===== config.mk =====
export PLATFORM = sky130hd
export DESIGN_NAME = pause_gen
export DESIGN_NICKNAME = d
export VERILOG_FILES = /design/src/rtl/pause_pkg.sv /design/src/rtl/pause_ctrl.sv /design/src/rtl/pause_framer.sv /design/src/rtl/pause_gen.sv
export SDC_FILE = /design/constraint.sdc
export NUM_CORES = 1
export LEC_CHECK = 0
export ABC_CLOCK_PERIOD_IN_PS = 6300
export CAP_MARGIN = 5
export CORE_AREA = 2 2 83 85
export CTS_BUF_LIST = sky130_fd_sc_hd__clkbuf_4 sky130_fd_sc_hd__clkbuf_8 sky130_fd_sc_hd__clkbuf_16
export DETAILED_ROUTE_END_ITERATION = 16
export DIE_AREA = 0 0 85 87
export HOLD_SLACK_MARGIN = 0.12
export PLACE_DENSITY = 0.76
export SLEW_MARGIN = 30
export SYNTH_ARGS = -nofsm -noshare
export SYNTH_HDL_FRONTEND = slang
export SYNTH_SLANG_ARGS = --single-unit

===== constraint.sdc =====
create_clock -name clk_i -period 6.3 [get_ports clk_i]
set_input_delay 1.26 -clock clk_i [delete_from_list [all_inputs] [get_ports clk_i]]
set_output_delay 1.26 -clock clk_i [all_outputs]
set_load 0.05 [all_outputs]

===== src/rtl/pause_pkg.sv =====
package pause_pkg;
  localparam logic [47:0] CTRL_DA    = 48'h0180_C200_0001;
  localparam logic [15:0] CTRL_ETYPE = 16'h8808;
  localparam logic [15:0] PAUSE_OPC  = 16'h0001;
  localparam int unsigned HDR_BYTES  = 18;

  typedef struct packed {
    logic sw;  // software XOFF request
    logic hi;  // high-water crossing
    logic lo;  // low-water crossing
  } pend_t;

  function automatic logic [7:0] frame_byte(input int unsigned idx,
                                            input logic [47:0] mac,
                                            input logic [15:0] pause);
    logic [47:0] sh;
    logic [7:0]  b;
    b = 8'h00;
    if (idx < 6) begin
      sh = CTRL_DA >> (8 * (5 - idx));
      b  = sh[7:0];
    end else if (idx < 12) begin
      sh = mac >> (8 * (11 - idx));
      b  = sh[7:0];
    end else begin
      case (idx)
        12:      b = CTRL_ETYPE[15:8];
        13:      b = CTRL_ETYPE[7:0];
        14:      b = PAUSE_OPC[15:8];
        15:      b = PAUSE_OPC[7:0];
        16:      b = pause[15:8];
        17:      b = pause[7:0];
        default: b = 8'h00;
      endcase
    end
    return b;
  endfunction
endpackage


===== src/rtl/pause_ctrl.sv =====
module pause_ctrl
  import pause_pkg::*;
#(
  parameter int FILL_W = 12
) (
  input  logic              clk_i,
  input  logic              rst_ni,
  input  logic              en_i,
  input  logic [FILL_W-1:0] fill_i,
  input  logic [FILL_W-1:0] hi_i,
  input  logic [FILL_W-1:0] lo_i,
  input  logic              sw_xoff_i,
  input  logic [15:0]       pause_time_i,
  input  logic              busy_i,
  output logic              start_o,
  output logic [15:0]       pause_o
);
  pend_t pend_q;
  logic  xoff_sent_q;
  logic  want_xoff, want_xon, start_xoff, start_xon;

  assign want_xoff  = pend_q.sw | pend_q.hi;
  assign want_xon   = pend_q.lo;
  assign start_o    = en_i & ~busy_i & (want_xoff | want_xon);
  assign start_xoff = start_o & want_xoff;
  assign start_xon  = start_o & ~want_xoff;
  assign pause_o    = start_xoff ? pause_time_i : 16'h0000;

  always_ff @(posedge clk_i or negedge rst_ni) begin
    if (!rst_ni) begin
      pend_q      <= '0;
      xoff_sent_q <= 1'b0;
    end else if (!en_i) begin
      pend_q <= '0;
    end else begin
      pend_q.sw <= (pend_q.sw & ~start_xoff) | sw_xoff_i;
      // clearing on start wins over re-latching in the same cycle
      if (start_xoff)                           pend_q.hi <= 1'b0;
      else if (fill_i >= hi_i && !xoff_sent_q)  pend_q.hi <= 1'b1;
      if (start_xon)                            pend_q.lo <= 1'b0;
      else if (fill_i < lo_i && xoff_sent_q)    pend_q.lo <= 1'b1;
      if (start_xoff)     xoff_sent_q <= 1'b1;
      else if (start_xon) xoff_sent_q <= 1'b0;
    end
  end
endmodule


===== src/rtl/pause_framer.sv =====
module pause_framer
  import pause_pkg::*;
#(
  parameter int FRAME_BYTES = 60
) (
  input  logic        clk_i,
  input  logic        rst_ni,
  input  logic        start_i,
  input  logic [15:0] pause_i,
  input  logic [47:0] mac_i,
  input  logic        ready_i,
  output logic        busy_o,
  output logic [7:0]  data_o,
  output logic        valid_o,
  output logic        last_o
);
  localparam int IDX_W = $clog2(FRAME_BYTES);
  localparam logic [IDX_W-1:0] LAST_IDX = IDX_W'(FRAME_BYTES - 1);

  logic             busy_q;
  logic [IDX_W-1:0] idx_q;
  logic [15:0]      pause_q;

  assign busy_o  = busy_q;
  assign valid_o = busy_q;
  assign last_o  = busy_q && (idx_q == LAST_IDX);
  assign data_o  = frame_byte(32'(idx_q), mac_i, pause_q);

  always_ff @(posedge clk_i or negedge rst_ni) begin
    if (!rst_ni) begin
      busy_q  <= 1'b0;
      idx_q   <= '0;
      pause_q <= '0;
    end else if (start_i) begin
      busy_q  <= 1'b1;
      idx_q   <= '0;
      pause_q <= pause_i;
    end else if (busy_q && ready_i) begin
      if (idx_q == LAST_IDX) busy_q <= 1'b0;
      else                   idx_q  <= idx_q + 1'b1;
    end
  end
endmodule


===== src/rtl/pause_gen.sv =====
module pause_gen
  import pause_pkg::*;
#(
  parameter int FILL_W      = 12,
  parameter int FRAME_BYTES = 60
) (
  input  logic              clk_i,
  input  logic              rst_ni,
  input  logic              fc_en_i,
  input  logic [FILL_W-1:0] fill_i,
  input  logic [FILL_W-1:0] hi_mark_i,
  input  logic [FILL_W-1:0] lo_mark_i,
  input  logic [15:0]       pause_time_i,
  input  logic [47:0]       src_mac_i,
  input  logic              sw_xoff_i,
  output logic [7:0]        tx_data_o,
  output logic              tx_valid_o,
  output logic              tx_last_o,
  input  logic              tx_ready_i
);
  logic        busy, start;
  logic [15:0] start_pause;

  pause_ctrl #(.FILL_W(FILL_W)) u_ctrl (
    .clk_i        (clk_i),
    .rst_ni       (rst_ni),
    .en_i         (fc_en_i),
    .fill_i       (fill_i),
    .hi_i         (hi_mark_i),
    .lo_i         (lo_mark_i),
    .sw_xoff_i    (sw_xoff_i),
    .pause_time_i (pause_time_i),
    .busy_i       (busy),
    .start_o      (start),
    .pause_o      (start_pause)
  );

  pause_framer #(.FRAME_BYTES(FRAME_BYTES)) u_framer (
    .clk_i   (clk_i),
    .rst_ni  (rst_ni),
    .start_i (start),
    .pause_i (start_pause),
    .mac_i   (src_mac_i),
    .ready_i (tx_ready_i),
    .busy_o  (busy),
    .data_o  (tx_data_o),
    .valid_o (tx_valid_o),
    .last_o  (tx_last_o)
  );
endmodule


## Yosys cells after proc, flatten, opt, wreduce, memory -nomap -nowiden

Cells that the tools add are included.

| storage, ports and cells | value |
|---|---|
| bits of input ports | 105 |
| register bits after elaboration | 27 |
| word-level logic and storage cells | 64 |
| output and inout bits | 10 |

| cells by class | value |
|---|---|
| order comparisons | 4 |
| shift-type cells | 2 |
| bitwise operators | 11 |
| add/subtract/negate cells | 3 |
| reduce and logical (&&, ||, !) cells | 11 |
| equality and inequality tests | 9 |
| multiplexer cells | 17 |

Operator list:

| kind | count |
|---|---|
| $shr A48 B32 Y8 | 1 |
| $shr A41 B32 Y8 const A | 1 |
| $pmux W8 S5 | 1 |
| $eq A6 B4 Y1 const B | 3 |
| $mux W6 | 3 |
| $mux W16 | 1 |
| $mux W8 | 2 |
| $eq A6 B5 Y1 const B | 2 |
| $ge A12 B12 Y1 | 1 |
| $lt A12 B12 Y1 | 1 |
| $mux W1 | 9 |
| $sub A3 B6 Y7 const A | 1 |
| $sub A4 B6 Y7 const A | 1 |
| $add A6 B1 Y6 const B | 1 |
| $eq A6 B6 Y1 const B | 1 |
| $lt A6 B3 Y1 const B | 1 |
| $lt A6 B4 Y1 const B | 1 |
| $ne A3 B1 Y1 const B | 2 |
| $reduce_and A2 Y1 | 3 |
| $reduce_bool A2 Y1 | 3 |
| $and A1 B1 Y1 | 5 |
| $logic_and A1 B1 Y1 | 4 |
| $mux W3 | 1 |
| $not A1 Y1 | 3 |
| other kinds (3) | 5 |

## Depth between registers and ports, before layout

| logic depth | value |
|---|---|
| depth in word-level cells | 8 |
| depth in mapped cells | 9 |
| gate-level depth less buffers | 6 |

## Cells and area by module

A second synthesis with hierarchy kept.

| second synthesis, totals | value |
|---|---|
| cells, all modules | 277 |
| area total of the unflattened synthesis | 2606.2 µm² |

Modules (own cells, without submodules):

| module | times used | area an instance (µm²) | cells an instance | seq. area each (µm²) |
|---|---|---|---|---|
| pause_framer | 1 | 1741.7 | 161 | 575.6 |
| pause_ctrl | 1 | 864.6 | 116 | 100.1 |

## Worst setup path after synthesis

OpenSTA, ideal clock, no wires.

| path | value |
|---|---|
| path type | input to output |
| from | input src_mac_i[2] |
| to | output tx_data_o[2] |
| arrival time | 2.652 ns |
| setup slack | 2.388 ns |
| data required time | 5.040 ns |
| stages on the path | 3 |
| buffers on the path | 0 |
| cell sequence | mux4_2 > a22oi_1 > o21ai_0 |

| on the way | value |
|---|---|
| word-level cells in the longest chain between the ends | 3 |

RTL lines:

| element | RTL line | text |
|---|---|---|
| from (decl) | pause_gen.sv:14 | `input logic [47:0] src_mac_i,` |
| $shr A48 B32 Y8 | pause_pkg.sv:23 | `sh = mac >> (8 * (11 - idx));` |
| $mux W8 | pause_pkg.sv:22 | `end else if (idx < 12) begin` |
| $mux W8 | pause_pkg.sv:19 | `if (idx < 6) begin` |
| to (decl) | pause_gen.sv:16 | `output logic [7:0] tx_data_o,` |

No other way between the ends.

## Final worst setup path

| path | value |
|---|---|
| from | input src_mac_i[0] |
| to | output tx_data_o[0] |

The elaborated chain is that of the path after synthesis.

==> flow_summary.json <==
{
  "cts_hold_buf": 0,
  "grt_util_met3": 0.0360,
  "hp-start": "u_framer.pause_q[14]$_DFFE_PN0P_",
  "fmax_ghz": 0.216,
  "slew_violations": 0,
  "dr_total_vias": 2488,
  "skew_ns": 0.00615,
  "p_total_w": 0.00108,
  "rsz0062_at_grt": "no",
  "busiest_layer": "met2",
  "numCtsBuffers": 3,
  "nNetsFinal": 533,
  "grt_pass1_vias": 2638,
  "die_h_um": 87,
  "critPathKind": "in -> out",
  "drt-initial-drc-count": 119,
  "cap_viol_max_count": 0,
  "cts_tree": "done",
  "syn_nets": 424,
  "cts_sinks": 27,
  "clockBufferDepth": 2,
  "coreArea_mm2": 0.00657,
  "cp_max_fo": 1,
  "p_leak_nw": 1.70,
  "cp-start-kind": "primary input",
  "first_pass_iters": 4,
  "vias_per_cell": 5.26,
  "synth_flop_cell": "dfrtp_1",
  "ctsResizeCount": 0,
  "io_buffers": 114,
  "hold_depth": 2,
  "die_w_um": 85,
  "async_flop_share": 1.00,
  "setup_viol": 0,
  "cts_setup_buffers": 0,
  "post-dp-hpwl_mm": 5.67,
  "critPathSlowestCell": "clkdlybuf4s50_1",
  "crit_arrival_ns": 3.36,
  "relSlewSlack": 0.513,
  "finalHoldViolations": 0,
  "ys_seq_elements": 27,
  "synthCells": 285,
  "met1_usage": 0.236,
  "clk_latency_ns": 0.27,
  "wl_per_cell_um": 14.7,
  "grt_antenna_before_repair": 0,
  "area_growth_pct": 48.6,
  "grt_pass1_wl_mm": 11.7,
  "track_usage": 0.189,
  "wirelength_mm": 6.95,
  "r2r_end": "u_framer.idx_q[5]$_DFFE_PN0P_",
  "period_share": 0.734,
  "crit_chain": "clkdlybuf4s50_1 > mux4_2 > a22oi_1 > nor2_1 > a221o_1 > clkdlybuf4s50_1",
  "crit_path_frequent_cell": "clkdlybuf4s50_1",
  "ios": 115,
  "start_util": 0.386,
  "dieArea_mm2": 0.00740,
  "synth-edff-count": 0,
  "syn-cell-area_mm2": 0.00253,
  "cpPeakStageDelay_ns": 0.70,
  "gp_congestion": 0.818,
  "r2r_slack_ns": 4.12,
  "synthDistinctLibCells": 49,
  "crit_buf_inv": 2,
  "postRouteAntennaNets": 0,
  "synth_area_per_cell_um2": 8.89,
  "r2r-start": "u_framer.idx_q[2]$_DFFE_PN0P_",
  "hold_path_end": "u_framer.pause_q[14]$_DFFE_PN0P_",
  "cp-end-kind": "primary output",
  "ys_warn_count": 0,
  "grt_max_degree": 28,
  "required_ns": 5.04,
  "cts.clk_slew.worst_paths_ns": 0.09,
  "power_density_mw_per_mm2": 287,
  "drive_above_1_share": 0.0687,
  "overflow": 0,
  "cts-root-buf": "clkbuf_8",
  "hold_class": "reg -> reg",
  "irDropWorstVdd_mv": 0.375,
  "final.setup.tns_ns": 0,
  "tightest_slew_ns": 0.731,
  "use_met2": 0.339,
  "rows": 30,
  "remaining_drc_errors": 0,
  "status": "complete, no violations",
  "cts-htree-levels": 1,
  "ys_seq_area_frac": 0.267,
  "cp_top_family": "buffers and inverters",
  "num_antenna_cells": 0,
  "period_needed_ns": 4.62,
  "r2r_cells": 6
}
## where the power goes
| part | leakage (nW) | switching, W | internal, W | total (W) |
|---|---|---|---|---|
| Combinational | 1.33 | 0.000357 | 0.000308 | 0.000665 |
| Sequential | 0.343 | 0.0000812 | 0.000239 | 0.000320 |
| Clock | 0.0255 | 0.0000532 | 0.0000443 | 0.0000974 |
## registers in the layout (all words and copies together), names as in the netlist
register	flops
u_framer.idx_q	6
u_ctrl.pend_q	2
u_ctrl.want_xon	1
u_framer.pause_q	16
u_ctrl.xoff_sent_q	1
u_framer.busy_o	1
## kinds of logic after synthesis
| family | synth area share |
|---|---|
| muxes | 0.111 |
| and+or+nand+nor | 0.191 |
| xor gates and xnor gates | 0.0207 |
| buffers and inverters | 0.0726 |
| AOI/OAI and AO/OA | 0.170 |
| adders and majority gates | 0.168 |
| DFF | 0.267 |
## metrics by stage
stage / worst slack, ns / utilization / hold slack (ns) / area [µm²] / std cells
4_1_cts: 1.66 / 0.573 / 0.477 / 3760 / 473
5_1_grt: 1.43 / 0.573 / 0.515 / 3760 / 473
3_3_place_gp: 1.70 / 0.566 / 0.451 / 3720 / 469
3_5_place_dp: 1.66 / 0.566 / 0.456 / 3720 / 469
6_report: 1.68 / 0.573 / 0.474 / 3760 / 473
2_1_floorplan: 2.39 / - / 0.439 / 2530 / 285
## layout make-up
cell class | instances | area, µm²
tap | 80 | 100
clock inverter | 1 | 5.00
inverter | 28 | 105
clock buffer | 3 | 41.3
multi-input combinational | 217 | 1670
sequential | 27 | 676
timing repair buffer | 117 | 1160
fill | 621 | 2800
## Yosys cell counts (2+ instances only)
library cell / instances / area share
clkbuf_1: 3 / 0.0044
nand2_1: 47 / 0.070
a211o_1: 2 / 0.0069
a22oi_1: 14 / 0.041
o211ai_1: 4 / 0.012
mux2_2: 8 / 0.036
a21oi_1: 7 / 0.014
nand4_1: 3 / 0.0074
dfrtp_1: 27 / 0.27
buf_2: 6 / 0.012
nor4_1: 2 / 0.0049
xnor2_1: 6 / 0.021
a2111oi_0: 2 / 0.0069
a21o_1: 4 / 0.012
nor3_1: 3 / 0.0059
nand3_1: 17 / 0.034
or2_2: 2 / 0.0049
mux4_2: 5 / 0.044
mux4_1: 3 / 0.031
nor2_1: 13 / 0.019
nand2b_1: 3 / 0.0074
o21a_1: 5 / 0.015
nor3b_1: 2 / 0.0059
buf_6: 3 / 0.013
inv_1: 28 / 0.041
ha_1: 34 / 0.17
o21ai_0: 9 / 0.018
nor2b_1: 2 / 0.0049
## how the worst max path moves through the flow
stage | depth (start not counted) | to | from | slack [ns]
finish | 6 | tx_data_o[0] | src_mac_i[0] | 1.68
global route | 7 | tx_data_o[0] | u_framer.idx_q[2]$_DFFE_PN0P_ | 1.43
CTS | 6 | tx_data_o[0] | src_mac_i[0] | 1.66
detailed placement | 6 | tx_data_o[0] | src_mac_i[0] | 1.66
global placement | 6 | tx_data_o[0] | src_mac_i[0] | 1.70
floorplan | 3 | tx_data_o[2] | src_mac_i[2] | 2.39
## cell usage in the layout, fill, tap and decap left out, types with 4 or more instances in the layout
cell type,Yosys,routed
a22oi_1,14,14
clkdlybuf4s50_1,0,114
inv_1,28,28
o21ai_0,9,9
dfrtp_1,27,27
nand2_1,47,47
a21o_1,4,4
nor2_1,13,13
o21a_1,5,5
mux2_2,8,8
xnor2_1,6,6
o211ai_1,4,4
nand3_1,17,17
mux4_2,5,5
a21oi_1,7,7
ha_1,34,34
## worst reg2reg max path: cells and delay by family (launching register included)
family	cells	cell delay, ns
flip-flops	1	0.82
adder cells (fa/ha/maj)	1	0.24
buffers and inverters	1	0.20
AND/OR/NAND/NOR	3	0.65
XOR/XNOR	1	0.15
## routing by layer
metal	wire, µm	up-vias
li1	-	1243
met1	3080	1140
met2	3250	99
met3	544	6
met4	68	0
met5	0	-
Note: power is estimated with default switching activity, not from simulation.
